==> config.mk <==
export PLATFORM = sky130hd
export DESIGN_NAME = lock_wdog
export DESIGN_NICKNAME = d
export VERILOG_FILES = /design/src/rtl/lock_wdog_pkg.sv /design/src/rtl/wdg_regs.sv /design/src/rtl/wdg_core.sv /design/src/rtl/wdg_rstctl.sv /design/src/rtl/lock_wdog.sv
export SDC_FILE = /design/constraint.sdc
export NUM_CORES = 1
export LEC_CHECK = 0
export BUFFER_PORTS_ARGS = -buffer_cell sky130_fd_sc_hd__buf_2
export CORE_UTILIZATION = 25
export DETAILED_ROUTE_END_ITERATION = 16
export PLACE_DENSITY = 0.45
export SETUP_SLACK_MARGIN = 0.15
export SLEW_MARGIN = 5
export SYNTH_ARGS = -nofsm -noshare
export SYNTH_HDL_FRONTEND = slang
export SYNTH_HIERARCHICAL = 1
export SYNTH_SLANG_ARGS = --single-unit
==> constraint.sdc <==
create_clock -name clk -period 8.4 [get_ports clk]
set_input_delay 1.68 -clock clk [delete_from_list [all_inputs] [get_ports clk]]
set_output_delay 1.68 -clock clk [all_outputs]
set_load 0.005 [all_outputs]
==> src/rtl/lock_wdog_pkg.sv <==
package lock_wdog_pkg;
    localparam int BUS_W = 32;
    localparam int ADR_W = 4;

    localparam logic [ADR_W-1:0] A_START   = 4'd0;
    localparam logic [ADR_W-1:0] A_STOP    = 4'd1;
    localparam logic [ADR_W-1:0] A_EV_TMO  = 4'd2;
    localparam logic [ADR_W-1:0] A_EV_STP  = 4'd3;
    localparam logic [ADR_W-1:0] A_IEN_SET = 4'd4;
    localparam logic [ADR_W-1:0] A_IEN_CLR = 4'd5;
    localparam logic [ADR_W-1:0] A_RUN     = 4'd6;
    localparam logic [ADR_W-1:0] A_RELOAD  = 4'd7;
    localparam logic [ADR_W-1:0] A_RQEN    = 4'd8;
    localparam logic [ADR_W-1:0] A_CFG     = 4'd9;
    localparam logic [ADR_W-1:0] A_KEY     = 4'd10;

    localparam logic [BUS_W-1:0] STOP_KEY = 32'h6E52_4635;

    localparam int CFG_SLEEP_BIT  = 0;
    localparam int CFG_HALT_BIT   = 3;
    localparam int CFG_STOPEN_BIT = 6;

    typedef struct packed {
        logic stop_en;
        logic halt_run;
        logic sleep_run;
    } cfg_t;
endpackage

==> src/rtl/wdg_regs.sv <==
module wdg_regs
    import lock_wdog_pkg::*;
#(
    parameter int CNT_W      = 32,
    parameter int RQ_W       = 8,
    parameter int RELOAD_MIN = 15
) (
    input  logic             clk,
    input  logic             rst_n,
    input  logic             wr_en,
    input  logic [ADR_W-1:0] addr,
    input  logic [BUS_W-1:0] wdata,
    input  logic             running_i,
    input  logic             tmo_set_i,
    input  logic             stp_set_i,
    output logic             start_o,
    output logic             stop_ok_o,
    output logic [CNT_W-1:0] reload_o,
    output cfg_t             cfg_o,
    output logic [1:0]       ien_o,
    output logic             ev_tmo_o,
    output logic             ev_stp_o,
    output logic [BUS_W-1:0] rdata_o
);
    localparam logic [CNT_W-1:0] MIN_V = CNT_W'(RELOAD_MIN);

    typedef struct packed {
        logic [CNT_W-1:0] reload;
        logic [RQ_W-1:0]  rqen;
        cfg_t             cfg;
        logic [1:0]       ien;
        logic             armed;
        logic             ev_tmo;
        logic             ev_stp;
    } st_t;

    st_t st_d, st_q;
    logic [CNT_W-1:0] wval;

    always_comb begin
        st_d      = st_q;
        wval      = wdata[CNT_W-1:0];
        start_o   = wr_en && (addr == A_START) && wdata[0] && !running_i;
        stop_ok_o = wr_en && (addr == A_STOP) && wdata[0] && running_i
                    && st_q.cfg.stop_en && st_q.armed;

        if (wr_en && !running_i) begin
            if (addr == A_RELOAD) st_d.reload = (wval < MIN_V) ? MIN_V : wval;
            if (addr == A_RQEN)   st_d.rqen   = wdata[RQ_W-1:0];
            if (addr == A_CFG) begin
                st_d.cfg.sleep_run = wdata[CFG_SLEEP_BIT];
                st_d.cfg.halt_run  = wdata[CFG_HALT_BIT];
                st_d.cfg.stop_en   = wdata[CFG_STOPEN_BIT];
            end
        end
        if (wr_en && addr == A_KEY)     st_d.armed = (wdata == STOP_KEY);
        if (wr_en && addr == A_IEN_SET) st_d.ien   = st_q.ien | wdata[1:0];
        if (wr_en && addr == A_IEN_CLR) st_d.ien   = st_q.ien & ~wdata[1:0];
        if (wr_en && addr == A_EV_TMO)  st_d.ev_tmo = 1'b0;
        if (wr_en && addr == A_EV_STP)  st_d.ev_stp = 1'b0;
        if (tmo_set_i) st_d.ev_tmo = 1'b1;
        if (stp_set_i) st_d.ev_stp = 1'b1;

        rdata_o = '0;
        case (addr)
            A_EV_TMO:  rdata_o[0] = st_q.ev_tmo;
            A_EV_STP:  rdata_o[0] = st_q.ev_stp;
            A_IEN_SET,
            A_IEN_CLR: rdata_o[1:0] = st_q.ien;
            A_RUN:     rdata_o[0] = running_i;
            A_RELOAD:  rdata_o = BUS_W'(st_q.reload);
            A_RQEN:    rdata_o = BUS_W'(st_q.rqen);
            A_CFG: begin
                rdata_o[CFG_SLEEP_BIT]  = st_q.cfg.sleep_run;
                rdata_o[CFG_HALT_BIT]   = st_q.cfg.halt_run;
                rdata_o[CFG_STOPEN_BIT] = st_q.cfg.stop_en;
            end
            default:   rdata_o = '0;
        endcase
    end

    always_ff @(posedge clk or negedge rst_n) begin
        if (!rst_n) begin
            st_q.reload        <= '1;
            st_q.rqen          <= RQ_W'(1);
            st_q.cfg.sleep_run <= 1'b1;
            st_q.cfg.halt_run  <= 1'b0;
            st_q.cfg.stop_en   <= 1'b0;
            st_q.ien           <= '0;
            st_q.armed         <= 1'b0;
            st_q.ev_tmo        <= 1'b0;
            st_q.ev_stp        <= 1'b0;
        end else begin
            st_q <= st_d;
        end
    end

    assign reload_o = st_q.reload;
    assign cfg_o    = st_q.cfg;
    assign ien_o    = st_q.ien;
    assign ev_tmo_o = st_q.ev_tmo;
    assign ev_stp_o = st_q.ev_stp;
endmodule

==> src/rtl/wdg_core.sv <==
module wdg_core #(
    parameter int CNT_W = 32
) (
    input  logic             clk,
    input  logic             rst_n,
    input  logic             tick_i,
    input  logic             start_i,
    input  logic             stop_i,
    input  logic             grant_i,
    input  logic             sleep_i,
    input  logic             halt_i,
    input  logic             sleep_run_i,
    input  logic             halt_run_i,
    input  logic [CNT_W-1:0] reload_i,
    output logic             running_o,
    output logic             timeout_o
);
    typedef struct packed {
        logic             running;
        logic [CNT_W-1:0] cnt;
    } st_t;

    st_t  st_d, st_q;
    logic count_en;

    always_comb begin
        st_d     = st_q;
        count_en = tick_i && st_q.running
                   && !(sleep_i && !sleep_run_i)
                   && !(halt_i && !halt_run_i);
        timeout_o = count_en && !grant_i && !stop_i && (st_q.cnt == '0);

        if (start_i) begin
            st_d.running = 1'b1;
            st_d.cnt     = reload_i;
        end else if (stop_i) begin
            st_d.running = 1'b0;
        end else if (st_q.running && grant_i) begin
            st_d.cnt = reload_i;
        end else if (count_en) begin
            st_d.cnt = st_q.cnt - 1'b1;
        end
    end

    always_ff @(posedge clk or negedge rst_n) begin
        if (!rst_n) begin
            st_q.running <= 1'b0;
            st_q.cnt     <= '1;
        end else begin
            st_q <= st_d;
        end
    end

    assign running_o = st_q.running;
endmodule

==> src/rtl/wdg_rstctl.sv <==
module wdg_rstctl #(
    parameter int DELAY = 2
) (
    input  logic clk,
    input  logic rst_n,
    input  logic tick_i,
    input  logic timeout_i,
    input  logic irq_en_i,
    input  logic cancel_i,
    output logic req_o
);
    localparam int DW = (DELAY < 1) ? 1 : $clog2(DELAY + 1);

    typedef struct packed {
        logic          pend;
        logic [DW-1:0] dly;
        logic          req;
    } st_t;

    st_t st_d, st_q;

    always_comb begin
        st_d = st_q;
        if (cancel_i) begin
            st_d = '0;
        end else if (timeout_i) begin
            if (irq_en_i && DELAY > 0) begin
                st_d.pend = 1'b1;
                st_d.dly  = DW'(DELAY);
            end else begin
                st_d.req = 1'b1;
            end
        end else if (st_q.pend && tick_i) begin
            if (st_q.dly <= DW'(1)) begin
                st_d.pend = 1'b0;
                st_d.dly  = '0;
                st_d.req  = 1'b1;
            end else begin
                st_d.dly = st_q.dly - 1'b1;
            end
        end
    end

    always_ff @(posedge clk or negedge rst_n) begin
        if (!rst_n) st_q <= '0;
        else        st_q <= st_d;
    end

    assign req_o = st_q.req;
endmodule

==> src/rtl/lock_wdog.sv <==
module lock_wdog
    import lock_wdog_pkg::*;
#(
    parameter int CNT_W      = 32,
    parameter int RQ_W       = 8,
    parameter int RELOAD_MIN = 15,
    parameter int RST_DELAY  = 2
) (
    input  logic        clk,
    input  logic        rst_n,
    input  logic        tick_i,
    input  logic        bus_wr_i,
    input  logic [3:0]  bus_addr_i,
    input  logic [31:0] bus_wdata_i,
    output logic [31:0] bus_rdata_o,
    input  logic        reload_grant_i,
    input  logic        cpu_sleep_i,
    input  logic        dbg_halt_i,
    output logic        ev_timeout_o,
    output logic        ev_stopped_o,
    output logic        irq_o,
    output logic        wdog_reset_o,
    output logic        running_o
);
    logic             start_w, stop_ok_w, running_w, timeout_w;
    logic [CNT_W-1:0] reload_w;
    cfg_t             cfg_w;
    logic [1:0]       ien_w;
    logic             ev_tmo_w, ev_stp_w;

    wdg_regs #(.CNT_W(CNT_W), .RQ_W(RQ_W), .RELOAD_MIN(RELOAD_MIN)) u_regs (
        .clk       (clk),
        .rst_n     (rst_n),
        .wr_en     (bus_wr_i),
        .addr      (bus_addr_i),
        .wdata     (bus_wdata_i),
        .running_i (running_w),
        .tmo_set_i (timeout_w),
        .stp_set_i (stop_ok_w),
        .start_o   (start_w),
        .stop_ok_o (stop_ok_w),
        .reload_o  (reload_w),
        .cfg_o     (cfg_w),
        .ien_o     (ien_w),
        .ev_tmo_o  (ev_tmo_w),
        .ev_stp_o  (ev_stp_w),
        .rdata_o   (bus_rdata_o)
    );

    wdg_core #(.CNT_W(CNT_W)) u_core (
        .clk         (clk),
        .rst_n       (rst_n),
        .tick_i      (tick_i),
        .start_i     (start_w),
        .stop_i      (stop_ok_w),
        .grant_i     (reload_grant_i),
        .sleep_i     (cpu_sleep_i),
        .halt_i      (dbg_halt_i),
        .sleep_run_i (cfg_w.sleep_run),
        .halt_run_i  (cfg_w.halt_run),
        .reload_i    (reload_w),
        .running_o   (running_w),
        .timeout_o   (timeout_w)
    );

    wdg_rstctl #(.DELAY(RST_DELAY)) u_rst (
        .clk       (clk),
        .rst_n     (rst_n),
        .tick_i    (tick_i),
        .timeout_i (timeout_w),
        .irq_en_i  (ien_w[0]),
        .cancel_i  (stop_ok_w),
        .req_o     (wdog_reset_o)
    );

    assign irq_o        = (ev_tmo_w & ien_w[0]) | (ev_stp_w & ien_w[1]);
    assign ev_timeout_o = ev_tmo_w;
    assign ev_stopped_o = ev_stp_w;
    assign running_o    = running_w;
endmodule

# ---- Word level (Yosys, flattened, before mapping)
# Index checks and enable logic that the tools add are counted.
# Widths: inputs -> output; s select.
dict set report op_classes {
  n_mux 27
  bitwise 6
  n_addsub 2
  n_mul 0
  order_cmp 2
  shift 0
  n_eq_ne 14
  div_mod_pow 0
  n_reduce_logical 48
}
# cell n
set op_table {}
lappend op_table {{$mux 32} 4}
lappend op_table {{$pmux 25 s2} 1}
lappend op_table {{$mux 33} 1}
lappend op_table {{$eq 32x31->1 const B} 1}
lappend op_table {{$logic_not 32->1} 1}
lappend op_table {{$lt 32x4->1 const B} 1}
lappend op_table {{$sub 32x1->32 const B} 1}
lappend op_table {{$logic_and 1x1->1} 24}
lappend op_table {{$eq 4x3->1 const B} 4}
lappend op_table {{$eq 4x4->1 const B} 3}
lappend op_table {{$mux 4} 3}
lappend op_table {{$reduce_and 2->1} 5}
lappend op_table {{$pmux 1 s3} 3}
lappend op_table {{$reduce_bool 3->1} 3}
lappend op_table {{$eq 4x2->1 const B} 2}
lappend op_table {{$mux 1} 8}
lappend op_table {{$reduce_bool 2->1} 4}
lappend op_table {{$logic_not 1->1} 7}
lappend op_table {{$pmux 1 s7} 1}
lappend op_table {{$mux 2} 3}
lappend op_table {{$reduce_and 3->1} 2}
lappend op_table {{$eq 4x1->1 const B} 1}
lappend op_table {{$logic_not 4->1} 1}
lappend op_table {{$pmux 2 s2} 1}
lappend op_table {{13 further kinds} 14}
dict set report word_totals {
  memories 0
  out_inout_bits 37
  latch_bits 0
  reg_bits 85
  ram_bits 0
  input_bits 43
  word_cells 113
  mem_bits_ro 0
}

# ---- Longest topological paths before layout
# Gate-level depths: netlist of the first run.
dict set report logic_depth {
  word_depth 11
  depth_mapped 10
  mapped_depth_nobuf 9
}

# ---- Cells and area by module
# The synthesis of the first run kept the hierarchy.
# module instances cells_each seq_area_each_um2 area_each_um2
set by_module_without_submodules {}
lappend by_module_without_submodules {wdg_regs 1 235 1243.7 2811.4}
lappend by_module_without_submodules {wdg_core 1 272 865.8 2229.6}
lappend by_module_without_submodules {wdg_rstctl 1 18 100.1 190.2}
lappend by_module_without_submodules {lock_wdog 1 1 0.0 8.8}

# ---- Worst setup path before layout of the first run
# OpenSTA, ideal clock, no wires.
dict set report synth_timing {
  path_type {input port to output port}
  startpoint {in bus_addr_i[2]}
  endpoint {out bus_rdata_o[0]}
  cell_stages 5
  arrival_time_ps 2571
  required_ps 6720
  path_slack_ps 4149
  cell_sequence {buf_6 nor4b_4 a22o_2 a31oi_1 o21ai_0}
}
dict set report synth_between {
  elab_chain_len 3
  word_cells_on_any_way 10
  cone_classes {eq/ne (8); mux (1); reduce/logical (1)}
}
# element line_no
set synth_lines {}
lappend synth_lines {{start: declaration} lock_wdog.sv:13} ;# input logic [3:0] bus_addr_i,
lappend synth_lines {{$eq 4x3->1} wdg_regs.sv:65} ;# case (addr)
lappend synth_lines {{$reduce_or 2->1} wdg_regs.sv:65}
lappend synth_lines {{$pmux 1 s7 *} wdg_regs.sv:65}
lappend synth_lines {{end: declaration} lock_wdog.sv:15} ;# output logic [31:0] bus_rdata_o,
# Mark *: on every way between the ends. The rest lies on a longest branch, timed or not.

# ---- Worst setup path after layout of the first run
dict set report layout_timing {
  startpoint {in bus_addr_i[1]}
  endpoint {out bus_rdata_o[0]}
}
# The elaborated chain is that of the path after synthesis.

==> reports/metrics.yaml, run 1 <==
fp-row-count: 52
timing.rr.end: "u_rst/req_o$_DFFE_PN0P_"
final_hold_viol_count: 0
critPathLaunchType: "input port"
ff2ff_path_depth: 10
rsz0062_at_grt: "false"
finalSetupViolCount: 0
path_clk_slew_ps: 70
cp_max_fo: 13
finalNetCount: 601
fin_crit_sh_pct: 55.9
num-fill-cells: 2149
cts_made_buffers: 9
drtIter0Drc: 292
viasPerCell: 5.01
holdPathStages: 2
critPathCapture: "bus_rdata_o[0]"
crit_path_end_kind: "primary output"
drtPass1Iterations: 6
clk_latency_ps: 350
grt_pass1_vias: 4164
place_ws_ps: 3620
io_pins: 80
dp_hpwl_um: 10800
drc: 0
cp.arrival_ps: 3020
cts-resized-gates: 0
cts_max_path_buffers: 2
htree_levels: 3
root_buffer: "clkbuf_16"
cp-startpoint: "bus_addr_i[1]"
cts_tree: "yes"
worstPathRequired_ps: 6720
regToRegStartpoint: "u_core/st_q[0]$_DFFE_PN1P_"
syn-cell-area_mm2: 0.00523
drv_cap: 0
worst_pin_slew_ps: 1020
track_usage_pct: 14.3
cts.sinks: 85
synth.avg_cell_area_um2: 9.97
gp_congestion: 0.881
r2r_setup_slack_ps: 5240
initial_core_util_pct: 25.7
slew_viol_final: 0
drive_gt1_share_pct: 40.0
grt_overflow: 0
antenna_found_initial: 2
powerDensity_mw_per_mm2: 266
fin_setup_tns_ps: 0
coreArea_mm2: 0.0204
relSlewSlack_pct: 32.0
hold_buffers: 0
ant_nets: 0
maxClockFrequency_ghz: 0.213
p_leak_nw: 2.42
path_class: "in2out"
fin_crit_ps: 4700
vias: 4180
wl_per_cell_um: 18.0
dieArea_mm2: 0.0215
ys_warn_count: 6
final.setup_skew_ps: 8.47
min_path_type: "reg2reg"
area_growth_pct: 12.8
port_buffers: 79
routed_wl_um: 15000
max-vdd-ir-drop_mv: 0.112
dieHeight_um: 147
netlist_instances: 525
status: "completed"
cts_setup_buffers: 0
synthesis.nets: 569
post-route-util_pct: 29.0
worst_slack_ps: 3700
die_width_um: 147
grt_max_degree: 60
grt_pass1_wl_um: 23700
## placed cells by master, fill, tap and decap left out, types with 4 or more instances in the layout
master	instances
buf_4	6
mux2_4	26
nor3b_1	4
clkbuf_16	9
o21ai_0	32
a22o_1	5
nor4_1	16
a2bb2oi_1	12
o22ai_1	9
nand3_1	13
mux2_2	13
mux2i_1	6
nand4b_1	4
o31ai_1	4
nand4_1	13
nor3_1	13
a31oi_1	4
dfrtp_1	19
inv_1	13
a21o_1	5
dfstp_2	66
nand2b_1	4
and2_1	24
a21oi_1	31
nor2_1	30
or4_1	6
nand2_1	32
buf_2	78
## cell type report
cell class                      instances  area, um2  share of cell area (%)
Tap cell                              270        338                    5.73
Clock inverter                          6       46.3                   0.785
Antenna cell                            2       5.00                  0.0848
Sequential cell                        85       2210                    37.4
Timing Repair Buffer                   84        435                    7.38
Multi-Input combinational cell        364       2580                    43.7
Clock buffer                           10        239                    4.05
Inverter                               13       48.8                   0.827
## metal layers
| metal | wire (um) | part of all wire [%] | track usage (%) |
|---|---|---|---|
| met1 | 7110 | 47 | 18.9 |
| met2 | 6860 | 46 | 22.4 |
| met3 | 803 | 5.3 | 3.97 |
| met4 | 265 | 1.8 | 4.74 |
| met5 | 0 | 0 | 0 |
## worst max-delay path, cell delays in order
cell and delay [ps]:
buf_2 180, nor4b_4 630, a22o_2 260, a31oi_1 40
o21ai_0 90, buf_2 130
## state kept, by name, indices dropped and copies added, names as in the netlist, named ones only
signal,count
u_regs/st_q,9
u_regs/ev_tmo_o,1
u_regs/reload_o,32
u_regs/cfg_o,3
u_regs/ev_stp_o,1
u_core/running_o,1
u_core/st_q,32
u_rst/req_o,1
u_rst/st_q,3
## power by group
part           total, mW  internal (mW)  switching, mW
combinational      0.393          0.193          0.200
clock              0.390          0.211          0.179
sequential         0.787          0.631          0.156
## how the worst min path moves through the flow
stage,slack [ps],to,from
final,500,u_regs/st_q[2]$_DFFE_PN0P_,u_regs/st_q[2]$_DFFE_PN0P_
after global routing,520,u_core/st_q[24]$_DFFE_PN1P_,u_core/st_q[24]$_DFFE_PN1P_
after CTS,500,u_core/st_q[24]$_DFFE_PN1P_,u_core/st_q[24]$_DFFE_PN1P_
after detailed placement,480,u_regs/st_q[2]$_DFFE_PN0P_,u_regs/st_q[2]$_DFFE_PN0P_
after global placement,480,u_regs/st_q[2]$_DFFE_PN0P_,u_regs/st_q[2]$_DFFE_PN0P_
after floorplan,450,u_regs/st_q[2]$_DFFE_PN0P_,u_regs/st_q[2]$_DFFE_PN0P_
## per-stage QoR
stage,instance area [um2],hold slack (ps),power [mW],instances
2_1_floorplan,5230,448,1.10,525
3_3_place_gp,5610,478,1.17,816
3_5_place_dp,5610,480,1.19,816
4_1_cts,5900,500,1.59,832
5_1_grt,5900,523,1.67,832
6_report,5900,502,1.57,834
Note: power is estimated with default switching activity, not from simulation.
==> inputs of run 2 (changes only) <==
--- a/config.mk
+++ b/config.mk
@@ -5,10 +5,11 @@
 export SDC_FILE = /design/constraint.sdc
 export NUM_CORES = 1
 export LEC_CHECK = 0
+export ABC_AREA = 1
 export BUFFER_PORTS_ARGS = -buffer_cell sky130_fd_sc_hd__buf_2
 export CORE_UTILIZATION = 25
 export DETAILED_ROUTE_END_ITERATION = 16
-export PLACE_DENSITY = 0.45
+export PLACE_DENSITY = 0.46
 export SETUP_SLACK_MARGIN = 0.15
 export SLEW_MARGIN = 5
 export SYNTH_ARGS = -nofsm -noshare
==> constraint.sdc (replaced) <==
create_clock -name clk -period 3.9 [get_ports clk]
set_input_delay 0.78 -clock clk [delete_from_list [all_inputs] [get_ports clk]]
set_output_delay 0.78 -clock clk [all_outputs]
set_load 0.005 [all_outputs]
==> reports/metrics.yaml, run 2 <==
drtPass1Iterations: 7  # +1
finalNetCount: 914  # +52%
wl_per_cell_um: 13.4  # -26%
holdWs_ps: 471  # -30.7 ps
grt_pass1_vias: 4924  # +18%
cts-resized-gates: 0  # unchanged
num-fill-cells: 2554  # +19%
max-vdd-ir-drop_mv: 0.246  # +120%
place_inst: 1172  # +44%
synth.avg_cell_area_um2: 7.02  # -30%
worstPathRequired_ps: 3120  # -3600 ps
track_usage_pct: 14.0  # -0.29 points
coreArea_mm2: 0.0228  # +12%
cts.sinks: 85  # unchanged
ant_nets: 0  # unchanged
path_buf_inv: 4  # +2
place_ws_ps: 770  # -2850 ps
finalSetupViolCount: 0  # unchanged
crit_path_end_kind: "primary output"
diodes: 0  # -2
final_common_cell: "nand2_1"
antenna_found_initial: 0  # -2
initial_core_util_pct: 25.6  # -0.053 points
drv_cap: 0  # unchanged
syn-cell-area_mm2: 0.00584  # +12%
p_leak_nw: 3.17  # +31%
fp-row-count: 55  # +5.8%
ys_warn_count: 6  # unchanged
cts_tree: "yes"
fin_setup_tns_ps: 0  # unchanged
htree_levels: 3  # unchanged
path_class: "in2out"
dp_hpwl_um: 12000  # +11%
die_width_um: 155  # +5.6%
grt_overflow: 0  # unchanged
max_stage_delay_ps: 280  # -350 ps
synthesis.nets: 876  # +54%
viasPerCell: 4.30  # -14%
powerDensity_mw_per_mm2: 591  # +120%
cts_made_buffers: 9  # unchanged
netlist_instances: 832  # +58%
layout_common_cells: "nand2_1 (227), nor2_1 (146), inv_1 (90), buf_2 (78), dfstp_2 (66)"
worst_path_most_repeated_cell: "nand2_1"
drc: 0  # unchanged
cp_max_fo: 26  # +13
hold_buffers: 0  # unchanged
area_growth_pct: 11.7
final.setup_skew_ps: 7.27  # -1.20 ps
clk_latency_ps: 350  # about the same
path_clk_slew_ps: 70  # about the same
cp_cell_sequence: "buf_2, nand2_1, clkinv_2, nand2_4, inv_1, nand2_1, nand2_1, nand3b_1, buf_2"
drive_gt1_share_pct: 26.3  # -14 points
fin_crit_sh_pct: 73.9
min_path_type: "reg2reg"
dieArea_mm2: 0.0240  # +11%
status: "completed"
slowest_stage: "nand2_4"
cts_max_path_buffers: 2  # unchanged
gp_congestion: 0.868  # -1.5%
maxClockFrequency_ghz: 0.347
rsz0062_at_grt: "false"
io_pins: 80  # unchanged
grt_max_degree: 70  # +17%
critPathTopFamily: "simple AND/OR/NAND/NOR gates"
grt_pass1_wl_um: 26100  # +10%
worst_slack_ps: 1020  # -2690 ps
fin_crit_ps: 2880
final_hold_viol_count: 0  # unchanged
vias: 5111  # +22%
cp.arrival_ps: 2100  # -920 ps
worst_pin_slew_ps: 931  # -90.0 ps
final_cells: 1188  # +42%
root_buffer: "clkbuf_16"
dieHeight_um: 155  # +5.6%
cts_setup_buffers: 0  # unchanged
relSlewSlack_pct: 37.4  # +5.4 points
drtIter0Drc: 268  # -8.2%
critPathLaunchType: "input port"
slew_viol_final: 0  # unchanged
routed_wl_um: 15900  # +5.7%
port_buffers: 79  # unchanged
==> run 2: power by group <==
group / switching (mW) / internal [mW]
clock: 0.396 / 0.434
sequential: 0.320 / 1.36
combinational: 0.884 / 0.468
total: 1.60 / 2.26
==> run 2: layer usage <==
layer | vias to the layer above | track usage [%] | share of wire [%]
li1 | 2645 | - | -
met1 | 2347 | 19.9 | 51
met2 | 106 | 21.5 | 44
met3 | 13 | 2.27 | 3.4
met4 | 0 | 4.81 | 1.6
met5 | - | 0 | 0
==> run 2: area by class of cell <==
class	count	area [um2]	share of cell area, %
inverter	95	358	5.49
tap	313	392	6.00
timing repair buffer	85	443	6.79
clock buffer	9	225	3.45
clock inverter	7	47.5	0.729
multi-input combinational	594	2850	43.7
sequential	85	2210	33.9
==> run 2: through the flow <==
stage	total power [mW]	instance area, um2	util (%)
floorplan	2.79	5840	-
global placement	3.05	6250	27.4
detailed placement	3.05	6250	27.4
CTS	3.90	6520	28.6
global route	4.17	6520	28.6
finish	3.86	6520	28.6
==> run 2: final timing paths <==
| check | slack (ps) | to | start | cells past startpoint |
|---|---|---|---|---|
| min | 470 | u_rst/req_o$_DFFE_PN0P_ | u_rst/req_o$_DFFE_PN0P_ | 2 |
| min reg2reg | 470 | u_rst/req_o$_DFFE_PN0P_ | u_rst/req_o$_DFFE_PN0P_ | 2 |
| max reg2reg | 1400 | u_rst/st_q[1]$_DFFE_PN0P_ | u_core/running_o$_DFFE_PN0P_ | 11 |
| max in group asynchronous | 2480 | u_regs/reload_o[26]$_DFFE_PN1P_ | rst_n | 2 |
| max | 1020 | bus_rdata_o[0] | bus_addr_i[0] | 9 |
| min in group asynchronous | 530 | u_rst/req_o$_DFFE_PN0P_ | rst_n | 1 |
==> run 2: worst reg2reg max path: cells and delay by family (launching register included) <==
family	cells	cell delay [ps]
AO/OA/AOI/OAI	1	40
flip-flops	1	480
AND/OR/NAND/NOR	10	1920
==> inputs of run 3 (changes only) <==
==> constraint.sdc (replaced) <==
create_clock -name clk -period 2.4 [get_ports clk]
set_input_delay 0.48 -clock clk [delete_from_list [all_inputs] [get_ports clk]]
set_output_delay 0.48 -clock clk [all_outputs]
set_load 0.005 [all_outputs]
==> reports/metrics.yaml, run 3 (synthesis results as in run 2) <==
die_width_um: 155  # unchanged
cp_max_fo: 9  # -65%
grt_overflow: 0  # unchanged
worst_pin_slew_ps: 524  # -407 ps
regToRegStartpoint: "u_core/st_q[0]$_DFFE_PN1P_"
critPathLaunchType: "input port"
fp-row-count: 55  # unchanged
clk_latency_ps: 350  # about the same
diodes: 0  # unchanged
fin_setup_tns_ps: 0  # unchanged
cts_max_path_buffers: 2  # unchanged
vias: 5095  # -0.31%
port_buffers: 79  # unchanged
grt_use_met2_pct: 21.2  # -0.30 points
cts_made_buffers: 9  # unchanged
htree_levels: 3  # unchanged
cp.arrival_ps: 1580  # -520 ps
path_class: "in2out"
crit_path_end_kind: "primary output"
use_met1_pct: 20.1  # +0.18 points
routed_wl_um: 15900  # -0.23%
timing.rr.end: "u_rst/st_q[3]$_DFFE_PN0P_"
wl_per_cell_um: 13.2  # -1.2%
grt_pass1_vias: 4968  # +0.89%
drc: 0  # unchanged
area_growth_pct: 15.3
antenna_found_initial: 0  # unchanged
slew_viol_final: 0  # unchanged
worstPathRequired_ps: 1920  # -1200 ps
cts_tree: "yes"
max-vdd-ir-drop_mv: 0.434  # +76%
drtPass1Iterations: 5  # -2
grt_max_degree: 50  # -29%
r2r_setup_slack_ps: 380  # -1020 ps
p_leak_nw: 3.27  # +3.2%
powerDensity_mw_per_mm2: 972  # +64%
grt_pass1_wl_um: 26200  # +0.34%
dieArea_mm2: 0.0240  # unchanged
cts.sinks: 85  # unchanged
viasPerCell: 4.25  # -1.3%
final.setup_skew_ps: 6.90  # -0.365 ps
drive_gt1_share_pct: 27.4  # +1.1 points
grtUsageMet3_pct: 2.13  # -0.14 points
dieHeight_um: 155  # unchanged
min_path_type: "in2async"
coreArea_mm2: 0.0228  # unchanged
initial_core_util_pct: 25.6  # unchanged
maxClockFrequency_ghz: 0.486
finalNetCount: 926  # +1.3%
hold_buffers: 0  # unchanged
ff2ff_path_depth: 12  # +1
track_usage_pct: 14.0  # -0.040 points
holdWs_ps: 107  # -364 ps
finalSetupViolCount: 0  # unchanged
gp_congestion: 0.842  # -3.0%
final_common_cell: "nand2_1"
ant_nets: 0  # unchanged
busiest_layer: "met2"
status: "completed"
drv_cap: 0  # unchanged
final_hold_viol_count: 0  # unchanged
path_clk_slew_ps: 70  # about the same
io_pins: 80  # unchanged
fin_crit_sh_pct: 85.7
fin_crit_ps: 2060
dp_hpwl_um: 12300  # +2.4%
relSlewSlack_pct: 65.1  # +28 points
rsz0062_at_grt: "false"
root_buffer: "clkbuf_16"
layout_common_cells: "nand2_1 (227), nor2_1 (146), inv_1 (90), buf_2 (78), dfstp_2 (66)"
drtIter0Drc: 304  # +13%
-- run 3: cell count changes in the layout (fill, tap and decap cells not counted) --
cell	before	now
buf_12	0	5
buf_4	7	14
bufinv_16	0	2
clkbuf_1	0	1
clkinv_1	1	0
clkinv_2	3	1
nor4_1	2	1
nor4_2	0	1
-- run 3: worst max-delay path by stage --
stage	start	end	slack (ps)	depth (start not counted)
6_report	bus_addr_i[1]	bus_rdata_o[0]	340	10
5_1_grt	u_core/running_o$_DFFE_PN0P_	u_core/st_q[6]$_DFFE_PN1P_	180	12
4_1_cts	bus_addr_i[1]	bus_rdata_o[0]	360	10
3_5_place_dp	bus_addr_i[1]	u_rst/st_q[1]$_DFFE_PN0P_	170	15
3_3_place_gp	bus_addr_i[1]	u_rst/st_q[1]$_DFFE_PN0P_	230	14
2_1_floorplan	bus_addr_i[2]	u_rst/st_q[1]$_DFFE_PN0P_	340	11
-- run 3: stage by stage --
stage	total power, mW	worst slack (ps)	cells	util (%)	cell area, um2
floorplan	4.53	344	832	-	5840
global placement	5.03	230	1184	28.1	6400
detailed placement	5.03	167	1184	28.1	6400
CTS	6.62	359	1200	29.5	6730
global route	7.06	183	1200	29.6	6730
finish	6.54	342	1200	29.6	6730
-- run 3: what timing repair did --
item,4_1_cts,5_1_grt
setup buffers,0,0
resized for setup,0,1
setup endpoints to repair,0,1
-- run 3: final cells by class --
type | count | area [um2]
Fill cell | 2552 | 16000
Multi-Input combinational cell | 594 | 2850
Sequential cell | 85 | 2210
Timing Repair Buffer | 97 | 596
Tap cell | 313 | 392
Inverter | 95 | 358
Clock buffer | 10 | 229
Clock inverter | 6 | 93.8
-- run 3: power breakdown --
part / internal [mW] / switching (mW) / total [mW]
Sequential: 2.20 / 0.523 / 2.73
Clock: 0.922 / 0.621 / 1.54
Combinational: 0.810 / 1.46 / 2.27
-- run 3: critical path: stages --
cell      delay [ps]
buf_2            120
inv_1            100
nand2_1          100
buf_4            150
nor2_4           220
nand2_1           90
nand2_1           60
nor2_1            40
nand3b_1          90
buf_2            120
-- run 3: routing by layer --
layer | vias to the layer above | routed length [um]
met3 | 15 | 468
met4 | 0 | 310
met1 | 2328 | 8050
met2 | 75 | 7030
li1 | 2677 | -
met5 | - | 0
